$ cat config.mk
export PLATFORM = sky130hd
export DESIGN_NAME = tree_walker
export DESIGN_NICKNAME = d
export VERILOG_FILES = /design/src/rtl/walk_pkg.sv /design/src/rtl/walk_hash_stage.sv /design/src/rtl/walk_hash.sv /design/src/rtl/tree_walker.sv
export SDC_FILE = /design/constraint.sdc
export NUM_CORES = 1
export LEC_CHECK = 0
export ABC_AREA = 1
export BUFFER_PORTS_ARGS = -buffer_cell sky130_fd_sc_hd__buf_2
export CORE_MARGIN = 2
export CORE_UTILIZATION = 50
export CTS_CLUSTER_SIZE = 30
export DETAILED_ROUTE_END_ITERATION = 16
export PLACE_DENSITY_LB_ADDON = 0.3
export SETUP_SLACK_MARGIN = 0.4
export SLEW_MARGIN = 30
export SYNTH_ARGS = -nofsm -noshare
export SYNTH_HDL_FRONTEND = slang
export SYNTH_SLANG_ARGS = --single-unit
$ cat constraint.sdc
create_clock -name clk -period 16.1 [get_ports clk]
set_clock_uncertainty 0.05 [all_clocks]
set_input_delay 0.805 -clock clk [delete_from_list [all_inputs] [get_ports clk]]
set_output_delay 0.805 -clock clk [all_outputs]
set_load 0.03 [all_outputs]
$ cat src/rtl/walk_pkg.sv
package walk_pkg;

    localparam int WORD_W     = 32;
    localparam int MIX_STAGES = 6;
    localparam int HDR_WORDS  = 7;

    typedef enum logic [3:0] {
        S_IDLE,
        S_READ_HDR,
        S_READ_IDX,
        S_READ_VAL,
        S_READ_NODE,
        S_HASH_WAIT,
        S_WRITE_VAL,
        S_WRITE_IDX,
        S_DONE
    } walk_state_e;

    typedef struct packed {
        logic [WORD_W-1:0] k;
        logic              add_in;
        logic              add_out;
        logic              left;
        logic [4:0]        sh;
    } mix_cfg_t;

    // Stage order is part of the function and must not be permuted.
    function automatic mix_cfg_t mix_cfg(input int s);
        mix_cfg_t c;
        case (s)
            0:       c = '{k: 32'h7ED55D16, add_in: 1'b1, add_out: 1'b1, left: 1'b1, sh: 5'd12};
            1:       c = '{k: 32'hC761C23C, add_in: 1'b0, add_out: 1'b0, left: 1'b0, sh: 5'd19};
            2:       c = '{k: 32'h165667B1, add_in: 1'b1, add_out: 1'b1, left: 1'b1, sh: 5'd5};
            3:       c = '{k: 32'hD3A2646C, add_in: 1'b1, add_out: 1'b0, left: 1'b1, sh: 5'd9};
            4:       c = '{k: 32'hFD7046C5, add_in: 1'b1, add_out: 1'b1, left: 1'b1, sh: 5'd3};
            default: c = '{k: 32'hB55A4F09, add_in: 1'b0, add_out: 1'b0, left: 1'b0, sh: 5'd16};
        endcase
        return c;
    endfunction

endpackage

$ cat src/rtl/walk_hash_stage.sv
module walk_hash_stage
    import walk_pkg::*;
#(
    parameter int IDX = 0
) (
    input  logic [WORD_W-1:0] x,
    output logic [WORD_W-1:0] y
);
    localparam mix_cfg_t CFG = mix_cfg(IDX);

    logic [WORD_W-1:0] mixed;
    logic [WORD_W-1:0] shifted;

    always_comb begin
        mixed   = CFG.add_in ? (x + CFG.k) : (x ^ CFG.k);
        shifted = CFG.left ? (x << CFG.sh) : (x >> CFG.sh);
        y       = CFG.add_out ? (mixed + shifted) : (mixed ^ shifted);
    end
endmodule

$ cat src/rtl/walk_hash.sv
module walk_hash
    import walk_pkg::*;
(
    input  logic [WORD_W-1:0] din,
    output logic [WORD_W-1:0] dout
);
    logic [WORD_W-1:0] chain [MIX_STAGES+1];

    assign chain[0] = din;

    for (genvar g = 0; g < MIX_STAGES; g++) begin : g_stage
        walk_hash_stage #(.IDX(g)) stage_i (
            .x (chain[g]),
            .y (chain[g+1])
        );
    end

    assign dout = chain[MIX_STAGES];
endmodule

$ cat src/rtl/tree_walker.sv
module tree_walker
    import walk_pkg::*;
#(
    parameter int ADDR_W = 10
) (
    input  logic              clk,
    input  logic              rst_n,
    input  logic              start,
    output logic              done,
    output logic              mem_rd_en,
    output logic              mem_wr_en,
    output logic [ADDR_W-1:0] mem_addr,
    output logic [WORD_W-1:0] mem_wdata,
    input  logic [WORD_W-1:0] mem_rdata
);
    localparam logic [2:0] HDR_LAST = 3'(HDR_WORDS);

    walk_state_e       state_q, state_d;
    logic [2:0]        hdr_cnt;
    logic [WORD_W-1:0] rounds_q, nodes_q, batch_q;
    logic [ADDR_W-1:0] nbase_q, ibase_q, vbase_q;
    logic [WORD_W-1:0] walker_q, round_q;
    logic [WORD_W-1:0] idx_q, val_q;
    logic [WORD_W-1:0] hash_out;
    logic [WORD_W:0]   child;
    logic [WORD_W-1:0] next_idx;
    logic              last_walker, last_round;

    walk_hash hash_i (
        .din  (val_q ^ mem_rdata),
        .dout (hash_out)
    );

    always_comb begin
        child       = {idx_q, 1'b0} + (val_q[0] ? (WORD_W+1)'(2) : (WORD_W+1)'(1));
        next_idx    = (child >= {1'b0, nodes_q}) ? '0 : child[WORD_W-1:0];
        last_walker = (walker_q == batch_q - 1'b1);
        last_round  = (round_q == rounds_q - 1'b1);
    end

    // State register
    always_ff @(posedge clk) begin
        if (!rst_n) state_q <= S_IDLE;
        else        state_q <= state_d;
    end

    // Next-state logic
    always_comb begin
        state_d = state_q;
        unique case (state_q)
            S_IDLE:      if (start) state_d = S_READ_HDR;
            S_READ_HDR:  if (hdr_cnt == HDR_LAST)
                             state_d = (rounds_q == '0 || batch_q == '0) ? S_DONE : S_READ_IDX;
            S_READ_IDX:  state_d = S_READ_VAL;
            S_READ_VAL:  state_d = S_READ_NODE;
            S_READ_NODE: state_d = S_HASH_WAIT;
            S_HASH_WAIT: state_d = S_WRITE_VAL;
            S_WRITE_VAL: state_d = S_WRITE_IDX;
            S_WRITE_IDX: state_d = (last_walker && last_round) ? S_DONE : S_READ_IDX;
            S_DONE:      if (start) state_d = S_READ_HDR;
            default:     state_d = S_IDLE;
        endcase
    end

    // Outputs
    always_comb begin
        mem_rd_en = 1'b0;
        mem_wr_en = 1'b0;
        mem_addr  = '0;
        mem_wdata = '0;
        done      = 1'b0;
        unique case (state_q)
            S_READ_HDR: begin
                mem_rd_en = (hdr_cnt != HDR_LAST);
                mem_addr  = ADDR_W'(hdr_cnt);
            end
            S_READ_IDX: begin
                mem_rd_en = 1'b1;
                mem_addr  = ibase_q + walker_q[ADDR_W-1:0];
            end
            S_READ_VAL: begin
                mem_rd_en = 1'b1;
                mem_addr  = vbase_q + walker_q[ADDR_W-1:0];
            end
            S_READ_NODE: begin
                mem_rd_en = 1'b1;
                mem_addr  = nbase_q + idx_q[ADDR_W-1:0];
            end
            S_WRITE_VAL: begin
                mem_wr_en = 1'b1;
                mem_addr  = vbase_q + walker_q[ADDR_W-1:0];
                mem_wdata = val_q;
            end
            S_WRITE_IDX: begin
                mem_wr_en = 1'b1;
                mem_addr  = ibase_q + walker_q[ADDR_W-1:0];
                mem_wdata = idx_q;
            end
            S_DONE:  done = 1'b1;
            default: ;
        endcase
    end

    // Datapath registers
    always_ff @(posedge clk) begin
        if (!rst_n) begin
            hdr_cnt  <= '0;
            rounds_q <= '0;
            nodes_q  <= '0;
            batch_q  <= '0;
            nbase_q  <= '0;
            ibase_q  <= '0;
            vbase_q  <= '0;
            walker_q <= '0;
            round_q  <= '0;
            idx_q    <= '0;
            val_q    <= '0;
        end else begin
            unique case (state_q)
                S_IDLE, S_DONE: hdr_cnt <= '0;
                S_READ_HDR: begin
                    hdr_cnt <= hdr_cnt + 3'd1;
                    case (hdr_cnt)
                        3'd1: rounds_q <= mem_rdata;
                        3'd2: nodes_q  <= mem_rdata;
                        3'd3: batch_q  <= mem_rdata;
                        3'd5: nbase_q  <= mem_rdata[ADDR_W-1:0];
                        3'd6: ibase_q  <= mem_rdata[ADDR_W-1:0];
                        3'd7: begin
                            vbase_q  <= mem_rdata[ADDR_W-1:0];
                            walker_q <= '0;
                            round_q  <= '0;
                        end
                        default: ;
                    endcase
                end
                S_READ_IDX:  ;
                S_READ_VAL:  idx_q <= mem_rdata;
                S_READ_NODE: val_q <= mem_rdata;
                S_HASH_WAIT: val_q <= hash_out;
                S_WRITE_VAL: idx_q <= next_idx;
                S_WRITE_IDX: begin
                    if (last_walker) begin
                        walker_q <= '0;
                        round_q  <= round_q + 1'b1;
                    end else begin
                        walker_q <= walker_q + 1'b1;
                    end
                end
                default: ;
            endcase
        end
    end
endmodule

* Yosys cells after proc, flatten, opt, wreduce, memory -nomap -nowiden
Cells that the tools add are included.
** Storage, ports and cells
- Register bits :: 261
- Input bits :: 35
** Cells by class
- Add/sub/neg operators :: 16
- $lt $le $gt $ge :: 1
- Equality and inequality tests :: 20
- Muxes and demuxes :: 20
- Bitwise gates (word level) :: 6
- Reduce and logical (&&, ||, !) cells :: 23
** Operators with widths (number)
- $pmux 32 s2 :: 5
- $mux 32 :: 4
- $add 32x32->32 :: 3
- $add 32x1->32 const B :: 2
- $add 32x32->32 const B :: 2
- $eq 32x32->1 :: 2
- $logic_not 32->1 :: 2
- $sub 32x1->32 const B :: 2
- $xor 32x32->32 :: 2
- $pmux 10 s4 :: 1
- $add 33x2->33 :: 1
- $ge 33x32->1 :: 1
- $add 32x29->32 const B :: 1
- $add 32x31->32 const B :: 1
- $pmux 4 s8 :: 1
- $xor 32x13->32 :: 1
- $xor 32x16->32 :: 1
- $add 10x10->10 :: 3
- $eq 4x3->1 const B :: 4
- $mux 4 :: 4
- $not 16->16 :: 1
- $reduce_and 2->1 :: 8
- $not 15->15 :: 1
- $eq 3x3->1 const B :: 3
- 20 further kinds :: 30

* Longest topological paths before layout
- Depth after elaboration :: 14
- Gate-level depth with buffers :: 66
- Mapped depth without buffers :: 65

* By module
A second synthesis with hierarchy kept.
** Unflattened totals
- Cell total of the unflattened synthesis :: 4816
- Area, all modules :: 28429.8 um2
** By module, submodules not included
- tree_walker :: instances 1, cells an instance 2824, area each 18316.3 um2, sequential area each 5225.0 um2
- walk_hash_stage (hash_i.g_stage[4].stage_i) :: instances 1, cells an instance 541, area each 2755.1 um2, sequential area each 0.0 um2
- walk_hash_stage (hash_i.g_stage[2].stage_i) :: instances 1, cells an instance 517, area each 2712.6 um2, sequential area each 0.0 um2
- walk_hash_stage (hash_i.g_stage[0].stage_i) :: instances 1, cells an instance 462, area each 2378.5 um2, sequential area each 0.0 um2
- walk_hash_stage (hash_i.g_stage[3].stage_i) :: instances 1, cells an instance 308, area each 1584.0 um2, sequential area each 0.0 um2
- walk_hash_stage (hash_i.g_stage[5].stage_i) :: instances 1, cells an instance 87, area each 352.8 um2, sequential area each 0.0 um2
- walk_hash_stage (hash_i.g_stage[1].stage_i) :: instances 1, cells an instance 77, area each 330.3 um2, sequential area each 0.0 um2

* Least setup slack after synthesis
No wires, ideal clock.
- Kind :: in2reg
- From :: input mem_rdata[9]
- To :: register val_q[15]
- Data arrival time :: 7959 ps
- Data required time :: 15918 ps
- Setup slack :: 7958 ps
- Stages :: 51
- Cells stage by stage :: clkbuf_1 xor2_1 ha_1 ha_1 nand2_1 inv_1 nand3_1 nor3_2 nand4_1 nand3_1 nand2_1 o211ai_1 inv_1 o41ai_1 xor2_1 xor2_1 ha_1 ha_1 [... 15 more ...] xor2_1 inv_1 ha_1 ha_1 nand2_1 inv_1 a21boi_0 nor2_1 a211oi_1 nand3_1 nand2_1 nand3_1 nand2_1 nand2_2 nand2_1 nand2_1 nand3_1 a21oi_1
** Between the ends
- Word-level cells in the longest chain between the ends :: 13
** Ends and longest elaborated chain
- start: declaration :: line tree_walker.sv:14 : input logic [WORD_W-1:0] mem_rdata
- $xor 32x32->32 (*) :: line tree_walker.sv:30 : .din (val_q ^ mem_rdata),
- $add 32x31->32 :: line walk_hash_stage.sv:15 : mixed = CFG.add_in ? (x + CFG.k) : (x ^ CFG.k);
- $add 32x32->32 (*) :: line walk_hash_stage.sv:17 : y = CFG.add_out ? (mixed + shifted) : (mixed ^ shifted);
- $not 15->15 (no line)
- $xor 32x13->32 (*) :: line walk_hash_stage.sv:17
- $add 32x29->32 :: line walk_hash_stage.sv:15
- $add 32x32->32 (*) :: line walk_hash_stage.sv:17
- $add 32x32->32 :: line walk_hash_stage.sv:15
- $xor 32x32->32 (*) :: line walk_hash_stage.sv:17
- $add 32x32->32 :: line walk_hash_stage.sv:15
- $add 32x32->32 (*) :: line walk_hash_stage.sv:17
- $xor 32x16->32 (*) :: line walk_hash_stage.sv:17
- $pmux 32 s2 (*) :: line tree_walker.sv:119 : unique case (state_q)
- end signal: assignment :: line tree_walker.sv:139 : S_READ_NODE: val_q <= mem_rdata;
- end signal: assignment :: line tree_walker.sv:140 : S_HASH_WAIT: val_q <= hash_out;
- end: declaration :: line tree_walker.sv:23 : logic [WORD_W-1:0] idx_q, val_q;
Every way passes the cells marked *; elsewhere a longest branch is shown, timed or not.
A chain may end at the register's enable or synchronous reset.

* Worst setup path after layout
- From :: input mem_rdata[2]
- To :: register val_q[15]
The elaborated chain is that of the path after synthesis.

==> results.sh <==
export IMPL_status="complete, no violations"
export IMPL_clk_pin_slew_ns=0.06
export IMPL_fin_nets=4044
export IMPL_routed_via_density=5.686
export IMPL_holdPathEnd="ibase_q[7]$_SDFFE_PN0P_"
export IMPL_final_hold_violation_count=0
export IMPL_drive_above_1_share_pct=8.617
export IMPL_synth_common_cells="678 x nand2_1, 585 x inv_1, 318 x nor2_1, 296 x a21oi_1, 261 x dfxtp_1"
export IMPL_ff2ff_path_depth=54
export IMPL_finalCritPeriodShare_pct=57.68
export IMPL_die_w_um=227.2
export IMPL_synth_seq_cells=261
export IMPL_slew_headroom_pct=33.09
export IMPL_antenna_left=0
export IMPL_areaGrowthSynthToFinish_pct=7.436
export IMPL_fp_row_count=81
export IMPL_post_cts_buffers=0
export IMPL_setup_viol=0
export IMPL_critPathLaunchType="primary input"
export IMPL_die_h_um=227.2
export IMPL_ys_types=77
export IMPL_ys_seq_area_share_pct=20.97
export IMPL_crit_path_max_incr_delay_ns=0.53
export IMPL_drv_slew=0
export IMPL_synth_area_leaders="dfxtp_1 21%, ha_1 10%, nand2_1 10%, inv_1 8.8%, xor2_1 7.2%"
export IMPL_endpoint_kind="register"
export IMPL_crit_slowest_cell="xnor2_1"
export IMPL_cts_root_buf="clkbuf_16"
export IMPL_rrSetupSlack_ns=6.98
export IMPL_cts_tree="yes"
export IMPL_fillers=5031
export IMPL_grt_pass1_wl_um=130300
export IMPL_hp_class="register to register"
export IMPL_path_max_fanout=9
export IMPL_yosys_area_top_type="dfxtp_1"
export IMPL_rsz0062_at_grt="no"
export IMPL_drt_initial_drc_count=2439
export IMPL_cts_max_level=1
export IMPL_place_gp_congestion=0.9904
export IMPL_yosysWarningCount=0
export IMPL_drt_pass1_iterations=6
export IMPL_avgRoutedWirePerCell_um=18.71
export IMPL_yosys_area_top_type_share_pct=20.97
export IMPL_worstHoldStart="ibase_q[7]$_SDFFE_PN0P_"
export IMPL_hold_buffers=0
export IMPL_clock_sinks=261
export IMPL_clock_latency_ns=0.57
export IMPL_synth_nets=4035
export IMPL_synthesis_area_um2=24920
export IMPL_routed_wl_um=83890
export IMPL_path_common_cell="nand2_1"
export IMPL_synth_async_sr_flop_share_pct=0
export IMPL_cts_buffers=28
export IMPL_min_path_cells=2
export IMPL_grt_max_degree=92
export IMPL_start_util_pct=50.80
export IMPL_yosysMostFrequentCell="nand2_1"
export IMPL_worst_pin_slew_ns=1.004
export IMPL_grt_pass1_vias=23410
export IMPL_synth_enable_flop_cells=0
export IMPL_cts_resized=0
export IMPL_hpwlAfterDp_um=65300
export IMPL_coreArea_um2=49050
export IMPL_io_pins=80
export IMPL_max_freq_ghz=0.1077
export IMPL_r2r_start="val_q[2]$_SDFFE_PN0P_"
export IMPL_drc_errors=0
export IMPL_setup_tns_ns=0
export IMPL_maxCapViolCount=0
export IMPL_antenna_found_initial=0
export IMPL_crit_arrival_ns=9.64
export IMPL_portBuffers=79
export IMPL_crit_type="primary input to register"
export IMPL_gr_usage_all_layers_pct=32.04
export IMPL_syn_instance_count=3791
export IMPL_syn_mean_instance_area_um2=6.573
export IMPL_ys_flop_type="dfxtp_1"
export IMPL_overflow=0
export IMPL_cp_data_required_time_ns=16.46
export IMPL_r2r_end="val_q[15]$_SDFFE_PN0P_"
export IMPL_dieArea_um2=51640
export IMPL_clockBufferDepth=3
export IMPL_fin_crit_ns=9.286
export IMPL_vias=25490
## critical path, delay by kind of cell
family / cells / cell delay (ns)
AO/OA/AOI/OAI: 8 / 1.67
XOR/XNOR: 4 / 1.49
adder cells (fa/ha/maj): 6 / 1.96
buffers and inverters: 8 / 0.88
AND/OR/NAND/NOR: 29 / 2.85
## worst max path at each step
stage / from / endpoint / slack [ns] / depth (start not counted)
finish: mem_rdata[2] / val_q[15]$_SDFFE_PN0P_ / 6.81 / 55
global route: mem_rdata[2] / val_q[15]$_SDFFE_PN0P_ / 5.88 / 55
CTS: mem_rdata[2] / val_q[15]$_SDFFE_PN0P_ / 6.88 / 56
detailed placement: mem_rdata[2] / val_q[15]$_SDFFE_PN0P_ / 6.32 / 56
global placement: mem_rdata[2] / val_q[15]$_SDFFE_PN0P_ / 6.40 / 56
floorplan: mem_rdata[9] / val_q[15]$_SDFFE_PN0P_ / 7.96 / 51
## metrics by stage
stage	instance area (µm²)	std cells	hold WS, ns	setup slack (ns)	utilization [%]
2_1_floorplan	24920	3791	0.3705	7.958	-
3_3_place_gp	25800	4434	0.3853	6.402	52.61
3_5_place_dp	25800	4434	0.3903	6.321	52.61
4_1_cts	26760	4482	0.4000	6.875	54.55
5_1_grt	26770	4482	0.4128	5.876	54.57
6_report	26770	4483	0.3987	6.814	54.58
## cells in the final DEF (no fill, tap or decap), types with 31 or more instances in the layout
cell      count
a211oi_1     36
a21oi_1     296
buf_2        79
dfxtp_1     261
ha_1        206
inv_1       583
nand2_1     678
nand2_2      44
nand3_1     184
nand4_1      86
nor2_1      315
nor3_1       86
nor4_1       31
o21ai_0     227
xnor2_1      85
xor2_1      206
## layout make-up
cell class	count	area (µm²)	area share, %
antenna	1	2.502	0.009347
clock buffer	41	860.8	3.215
clock inverter	7	91.34	0.3412
inverter	607	2281	8.520
multi-input combinational	2807	16960	63.35
sequential	261	5225	19.52
tap	664	830.8	3.103
timing repair buffer	95	519.2	1.940
## kinds of logic after synthesis
family	Yosys count	synth area share, %
compound gates	742	17.28
xor+xnor	305	11.36
fa+ha+maj	209	10.58
buf+inv	723	11.07
flops	261	20.97
simple gates	1551	28.74
## sequential cells by signal, indices dropped and copies added (netlist names)
register,flops
state_q,4
round_q,32
idx_q,32
nbase_q,10
vbase_q,10
val_q,32
rounds_q,32
walker_q,32
ibase_q,10
nodes_q,32
batch_q,32
hdr_cnt,3
## layer usage
layer / routed length [µm] / track usage [%] / up-vias / part of all wire, %
met1: 36650 / 43.26 / 11680 / 44
met3: 6717 / 4.401 / 211 / 8.0
met4: 4909 / 16.95 / 0 / 5.9
li1: - / - / 12540 / -
met2: 35620 / 49.60 / 1063 / 42
met5: 0 / 0 / - / 0
Power is not shown: default switching activity piles up to over one toggle a cycle in this logic, so the estimate is an artifact.
